## config.mk

```make
export PLATFORM = sky130hd
export DESIGN_NAME = dock_seq
export DESIGN_NICKNAME = d
export VERILOG_FILES = /design/src/rtl/dock_seq.sv
export SDC_FILE = /design/constraint.sdc
export NUM_CORES = 1
export LEC_CHECK = 0
export BUFFER_PORTS_ARGS = -buffer_cell sky130_fd_sc_hd__buf_2
export CAP_MARGIN = 20
export CORE_ASPECT_RATIO = 1.1
export CORE_UTILIZATION = 30
export CTS_CLUSTER_SIZE = 14
export DETAILED_ROUTE_END_ITERATION = 10
export MAX_ROUTING_LAYER = met4
export PLACE_DENSITY_LB_ADDON = 0.12
export SETUP_SLACK_MARGIN = 0.05
export SYNTH_ARGS = -nofsm -noshare
export SYNTH_HDL_FRONTEND = slang
export SYNTH_SLANG_ARGS = --single-unit
```

## constraint.sdc

```tcl
create_clock -name clk -period 4.7 [get_ports clk]
set_input_delay 0 -clock clk [delete_from_list [all_inputs] [get_ports clk]]
set_output_delay 0 -clock clk [all_outputs]
set_load 0.01 [all_outputs]
```

## src/rtl/dock_seq.sv

```systemverilog
module dock_seq #(
  parameter int PRE_DEPTH = 4,
  parameter int Q_DEPTH   = 4,
  parameter int CW        = 6
) (
  input  logic          clk,
  input  logic          rst_n,
  input  logic          in_valid,
  output logic          in_ready,
  input  logic [15:0]   in_instr,
  input  logic          torp_valid,
  output logic          torp_ready,
  input  logic          flag_a,
  input  logic          flag_b,
  input  logic [CW-1:0] olc_data,
  output logic          ex_valid,
  output logic [15:0]   ex_instr,
  input  logic          ex_done,
  output logic          sealed,
  output logic [CW-1:0] olc
);
  localparam int PW  = PRE_DEPTH > 1 ? $clog2(PRE_DEPTH) : 1;
  localparam int QW  = Q_DEPTH > 1 ? $clog2(Q_DEPTH) : 1;
  localparam int PCW = $clog2(PRE_DEPTH + 1);
  localparam int QCW = $clog2(Q_DEPTH + 1);
  localparam logic [2:0] OP_MOVE = 3'b000;
  localparam logic [2:0] OP_SETO = 3'b100;
  localparam logic [2:0] OP_TAIL = 3'b111;

  logic [15:0]    pre_mem [PRE_DEPTH];
  logic [PW-1:0]  pre_rd, pre_wr;
  logic [PCW-1:0] pre_cnt;
  logic [15:0]    q_mem [Q_DEPTH];
  logic [QW-1:0]  q_rd, q_wr;
  logic [QCW-1:0] q_cnt;

  logic [15:0] horn, hd;
  logic horn_v, horn_tail, horn_go, pre_push;
  logic hv, os, pred_ok, is_so, olc_pos, torpable, fire;
  logic dropped, ready_run, skip, so_go, finish, requeue, q_pop, q_push;
  logic olc_wr, zero_wr;
  logic [CW-1:0] so_val, olc_nxt;

  assign in_ready  = pre_cnt != PCW'(PRE_DEPTH);
  assign pre_push  = in_valid && in_ready;
  assign horn      = pre_mem[pre_rd];
  assign horn_v    = pre_cnt != '0;
  assign horn_tail = horn[15:13] == OP_TAIL;
  assign horn_go   = horn_v && !sealed && !zero_wr && (horn_tail || q_cnt != QCW'(Q_DEPTH));

  assign hd      = q_mem[q_rd];
  assign hv      = q_cnt != '0;
  assign os      = hd[12];
  assign is_so   = hd[15:13] == OP_SETO;
  assign olc_pos = olc != '0;

  always_comb begin
    case (hd[10:9])
      2'b11:   pred_ok = 1'b1;
      2'b00:   pred_ok = flag_a;
      2'b10:   pred_ok = flag_b;
      default: pred_ok = 1'b0;
    endcase
  end

  assign torpable  = hv && hd[15:13] == OP_MOVE && hd[11] && pred_ok && olc_pos && |hd[8:6];
  assign fire      = torp_valid && torpable;
  assign dropped   = hv && !fire && !os && !olc_pos;
  assign ready_run = hv && !fire && !dropped && (os || sealed);
  assign skip      = ready_run && !pred_ok;
  assign so_go     = ready_run && pred_ok && is_so;
  assign ex_valid  = ready_run && pred_ok && !is_so;
  assign ex_instr  = hd;
  assign finish    = skip || so_go || (ex_valid && ex_done);
  assign requeue   = finish && !os;
  assign q_pop     = fire || dropped || finish;
  assign q_push    = (horn_go && !horn_tail) || requeue;
  assign torp_ready = fire;

  assign so_val  = hd[8] ? olc_data : hd[7] ? CW'(hd[5:0]) : (olc_pos ? olc - 1'b1 : '0);
  assign olc_wr  = fire || so_go;
  assign olc_nxt = fire ? '0 : so_val;
  assign zero_wr = olc_wr && olc_nxt == '0;

  always_ff @(posedge clk) begin
    if (!rst_n) begin
      pre_rd <= '0; pre_wr <= '0; pre_cnt <= '0;
      q_rd <= '0; q_wr <= '0; q_cnt <= '0;
      sealed <= 1'b0;
      olc <= '0;
    end else begin
      if (pre_push) begin
        pre_mem[pre_wr] <= in_instr;
        pre_wr <= (pre_wr == PW'(PRE_DEPTH - 1)) ? '0 : pre_wr + 1'b1;
      end
      if (horn_go) pre_rd <= (pre_rd == PW'(PRE_DEPTH - 1)) ? '0 : pre_rd + 1'b1;
      pre_cnt <= pre_cnt + PCW'(pre_push) - PCW'(horn_go);

      if (q_push) begin
        q_mem[q_wr] <= requeue ? hd : horn;
        q_wr <= (q_wr == QW'(Q_DEPTH - 1)) ? '0 : q_wr + 1'b1;
      end
      if (q_pop) q_rd <= (q_rd == QW'(Q_DEPTH - 1)) ? '0 : q_rd + 1'b1;
      q_cnt <= q_cnt + QCW'(q_push) - QCW'(q_pop);

      if (olc_wr) olc <= olc_nxt;
      if (zero_wr) sealed <= 1'b0;
      else if (horn_go && horn_tail) sealed <= 1'b1;
    end
  end

  a_r2_no_tail_exec: assert property (@(posedge clk) disable iff (!rst_n)
    ex_valid |-> ex_instr[15:13] != OP_TAIL);
  a_r3_pre_bound: assert property (@(posedge clk) disable iff (!rst_n)
    pre_cnt <= PCW'(PRE_DEPTH));
  a_r4_loop_needs_seal: assert property (@(posedge clk) disable iff (!rst_n)
    (ex_valid && !ex_instr[12]) |-> sealed);
  a_r5_no_loop_at_zero: assert property (@(posedge clk) disable iff (!rst_n)
    (ex_valid && !ex_instr[12]) |-> olc != '0);
  a_r7_zero_unseals: assert property (@(posedge clk) disable iff (!rst_n)
    (olc == '0 && $past(olc) != '0 && $past(rst_n)) |-> !sealed);
  a_r8_torp_zeroes: assert property (@(posedge clk) disable iff (!rst_n)
    torp_ready |=> (olc == '0 && !sealed));
  a_r8_torp_no_exec: assert property (@(posedge clk) disable iff (!rst_n)
    torp_ready |-> !ex_valid);
endmodule

```

# After elaboration in Yosys (flattened, before gate mapping)
# Memory sizes are Yosys's and may differ from the RTL's. A register that Yosys moved wholly into a read port is not among the register bits.
# Cells that the tools add are included.
# word_totals
mem_count	2
input_bits	29
wordCells	99
reg_bits	21
ramBits	128
# memory_table
memory	depth	word_bits	rd	rd_clocked_by_memory_dff	wr	line_no	source
pre_mem	4	16	1	1	1	30	logic [15:0] pre_mem [PRE_DEPTH];
q_mem	4	16	1	1	1	33	logic [15:0] q_mem [Q_DEPTH];
# op_classes
reduce_logical	49
addsub	9
mux	20
n_bitwise	1
n_eq_ne	10
# op_table
operator	count
$logic_and A1 B1 Y1	24
$mux W6	4
$mux W16	1
$mux W2	8
$eq A2 B2 Y1 const B	6
$logic_not A1 Y1	9
$add A2 B1 Y2 const B	4
$logic_or A1 B1 Y1	8
$add A3 B1 Y3	2
$eq A3 B3 Y1 const B	2
$logic_not A6 Y1	1
$mux W1	6
$ne A3 B3 Y1 const B	2
$reduce_bool A3 Y1	2
$reduce_bool A6 Y1	1
$sub A3 B1 Y3	2
$sub A6 B1 Y6 const B	1
$logic_not A3 Y1	1
$pmux W1 S3	1
$reduce_or A3 Y1	1
$logic_not A2 Y1	1
$reduce_or A2 Y1	1
$not A1 Y1	1

# Longest topological paths before layout
# logic_depth
word_depth	26
mapped_depth	17
ltp_nobuf	15

# Worst setup path before layout
# Ideal clock, no wire load.
# synth_timing
kind	register to register
startpoint	reg (tool-made name)
endpoint	reg q_cnt[2]
path_buffers	4
path_stages_with_launch	18
synth_period_minus_slack_ns	3.825
slack_ns	0.875
arrival_time_ns	3.710
setup_time_ns	0.115
cell_sequence	dfxtp_1 buf_6 buf_6 mux4_2 buf_2 a221o_1 a2bb2oi_1 nor2_1 and4b_1 o31a_1 buf_2 ha_1 inv_1 ha_1 fa_1 xnor2_1 xnor2_1 and2_1
# synth_lines
element	line_no	source
end signal, assigned	104	q_cnt <= q_cnt + QCW'(q_push) - QCW'(q_pop);
end, declared	35	logic [QCW-1:0] q_cnt;

==> impl_metrics.env <==
export IMPL_status="complete, no violations"
export IMPL_peakVddDrop_v=0.000265
export IMPL_ys_seq_area_share_pct=66.7
export IMPL_hold_class="in2reg"
export IMPL_required_ps=5020
export IMPL_clockBufferDepth=2
export IMPL_antenna_found_initial=0
export IMPL_synth_nets=427
export IMPL_die_width_um=143
export IMPL_grt_util_all_layers_pct=13.6
export IMPL_cp_start_kind="flop"
export IMPL_dp_slack_ps=533
export IMPL_drv_cap=0
export IMPL_max_slew_margin_rel_pct=37.6
export IMPL_yosys_warnings=0
export IMPL_die_area_mm2=0.0223
export IMPL_root_buffer="clkbuf_16"
export IMPL_initial_core_util_pct=30.6
export IMPL_hpwl_um=9080
export IMPL_report_final_slew_viol_count=0
export IMPL_power_leakage_uw=0.00285
export IMPL_netlist_instances=381
export IMPL_critPathKind="reg2reg"
export IMPL_insertedDiodeCount=0
export IMPL_syn2layout_area_growth_pct=21.4
export IMPL_hold_viol=0
export IMPL_worstPathArrival_ps=4470
export IMPL_coreArea_mm2=0.0213
export IMPL_skew_ps=9.69
export IMPL_end_kind="flop"
export IMPL_synth_area_per_cell_um2=17.1
export IMPL_grt_overflow=0
export IMPL_synth_cell_types=54
export IMPL_cp_max_fo=16
export IMPL_cts_setup_buffers=0
export IMPL_final_common_cell="edfxtp_1"
export IMPL_max_freq_ghz=0.241
export IMPL_rsz0062_at_grt="no"
export IMPL_gp_congestion=0.828
export IMPL_clock_sinks=153
export IMPL_first_global_vias=3646
export IMPL_fin_crit_ps=4150
export IMPL_syn_area_mm2=0.00651
export IMPL_hold_slack_ps=36.5
export IMPL_grt_pass1_wl_um=21000
export IMPL_ant_nets=0
export IMPL_first_pass_iters=4
export IMPL_ios=55
export IMPL_io_buffers=54
export IMPL_totalWireLength_um=13600
export IMPL_via_per_inst=4.55
export IMPL_row_count=56
export IMPL_period_share_pct=88.2
export IMPL_path_clk_slew_ps=70
export IMPL_grt_max_degree=28
export IMPL_wl_per_cell_um=17.7
export IMPL_worst_pin_slew_ps=936
export IMPL_h_tree_depth=4
export IMPL_die_y_um=157
export IMPL_setup_viol=0
export IMPL_cts_tree="done"
export IMPL_tns_ps=0
export IMPL_final_nets=511
export IMPL_ys_ff_latch=153
export IMPL_fin_util_pct=37.1
export IMPL_vias=3495
export IMPL_clk_latency_ps=420
export IMPL_final_cell_mix="128 x edfxtp_1, 54 x buf_2, 29 x mux4_2, 25 x dfxtp_1, 20 x nand2_1"
export IMPL_cts_buffers=17
export IMPL_drc=0
export IMPL_drtIter0Drc=175
export IMPL_power_density_mw_per_mm2=586
export IMPL_drive_gt1_share_pct=30.1
export IMPL_finalWorstSetupSlack_ps=554
-- per-layer routing --
layer  up-vias  part of all wire [%]  GRT usage [%]
met5         -                     0              -
met4         0                   1.4           5.38
met3        14                   3.1           2.91
met2        59                    50           22.2
met1      1770                    45           16.4
li1       1652                     -              -
-- final cells by class --
cell class | instances | area [µm²]
multi-input combinational | 192 | 1990
clock inverter | 15 | 168
timing repair buffer | 82 | 546
sequential | 153 | 4340
clock buffer | 17 | 425
tap | 290 | 363
fill | 2056 | 13400
inverter | 19 | 71.3
-- synth_stat cells, drive strengths merged --
master   count  area share, %
edfxtp     128             59
mux4        32             11
dfxtp       25            7.7
nand2       20            1.2
inv         19            1.1
ha          15            2.9
mux2        15            3.1
nor2        13           0.75
mux2i       10            1.5
and2         9           0.86
buf          9            1.2
clkbuf       8           0.46
nor3         8           0.69
nor2b        6           0.58
and3         5           0.48
o21ai        5           0.44
xnor2        5           0.67
and3b        4           0.54
nand2b       4           0.38
a211o        3           0.40
a211oi       3           0.35
a21boi       3           0.35
a21oi        3           0.23
a31oi        3           0.29
fa           2           0.61
nand3        2           0.15
nor3b        2           0.23
o31ai        2           0.23
or3          2           0.19
or4          2           0.23
a21o         1           0.12
a221o        1           0.15
a2bb2oi      1           0.13
a311oi       1           0.13
and2b        1           0.13
and4b        1           0.15
nor4         1           0.19
nor4b        1           0.13
nor4bb       1           0.15
o211ai       1           0.12
o21a         1           0.12
o311ai       1           0.13
o31a         1           0.13
or4b         1           0.15
-- worst max-delay path, stage by stage, from the launching register on --
cell,delay [ps]
dfxtp_1,310
buf_4,320
mux4_2,600
nor3b_1,430
o211ai_1,190
nor4bb_1,360
and4b_1,340
o31a_1,330
ha_1,170
inv_1,40
ha_1,180
fa_1,370
xnor2_1,140
xnor2_1,120
and2_1,140
-- stage by stage --
step	total power [µW]	std cells	cell area [µm²]
6_report	4630	768	7910
2_1_floorplan	2870	381	6520
4_1_cts	4720	767	7880
3_3_place_gp	3330	717	7110
5_1_grt	4910	768	7910
3_5_place_dp	3350	717	7110
-- power by group --
| part | total, µW | internal (µW) | leakage (µW) | switching (µW) |
|---|---|---|---|---|
| logic | 1480 | 664 | 0.00120 | 811 |
| clock network | 1340 | 717 | 0.000289 | 627 |
| registers | 1810 | 1720 | 0.00137 | 89.6 |
| total | 4630 | 3110 | 0.00285 | 1530 |
-- sequential cells by signal, summed over array words and instances, names as in the netlist, named ones only --
signal	cells
q_cnt	3
sealed	1
olc	6
pre_cnt	3
q_wr	2
q_rd	2
pre_rd	2
pre_mem	64
pre_wr	2
q_mem	64
-- cell families after synthesis --
group                    synth area share (%)
flip-flops                               66.7
AND/OR/NAND/NOR                          7.16
multiplexers                             15.9
buffers and inverters                    2.78
AO/OA/AOI/OAI                            3.32
adder cells (fa/ha/maj)                  3.50
XOR/XNOR                                0.672
-- path summary, 6_finish.rpt --
check                                             from  cells after the start  slack (ps)                endpoint
worst min-delay path                       olc_data[3]                      4          40     olc[3]$_SDFFE_PN0P_
worst max register to register                    flop                     14         550     q_cnt[2]$_SDFF_PN0_
worst min register to register  pre_rd[1]$_SDFFE_PN0N_                      2         500  pre_rd[1]$_SDFFE_PN0N_
worst max-delay path                              flop                     14         550     q_cnt[2]$_SDFF_PN0_
-- repair_timing --
item                      4_1_cts  5_1_grt
gates resized for setup         0        0
hold endpoints to repair       66        0
hold buffers                   18        0
(Power assumes the default switching activity.)
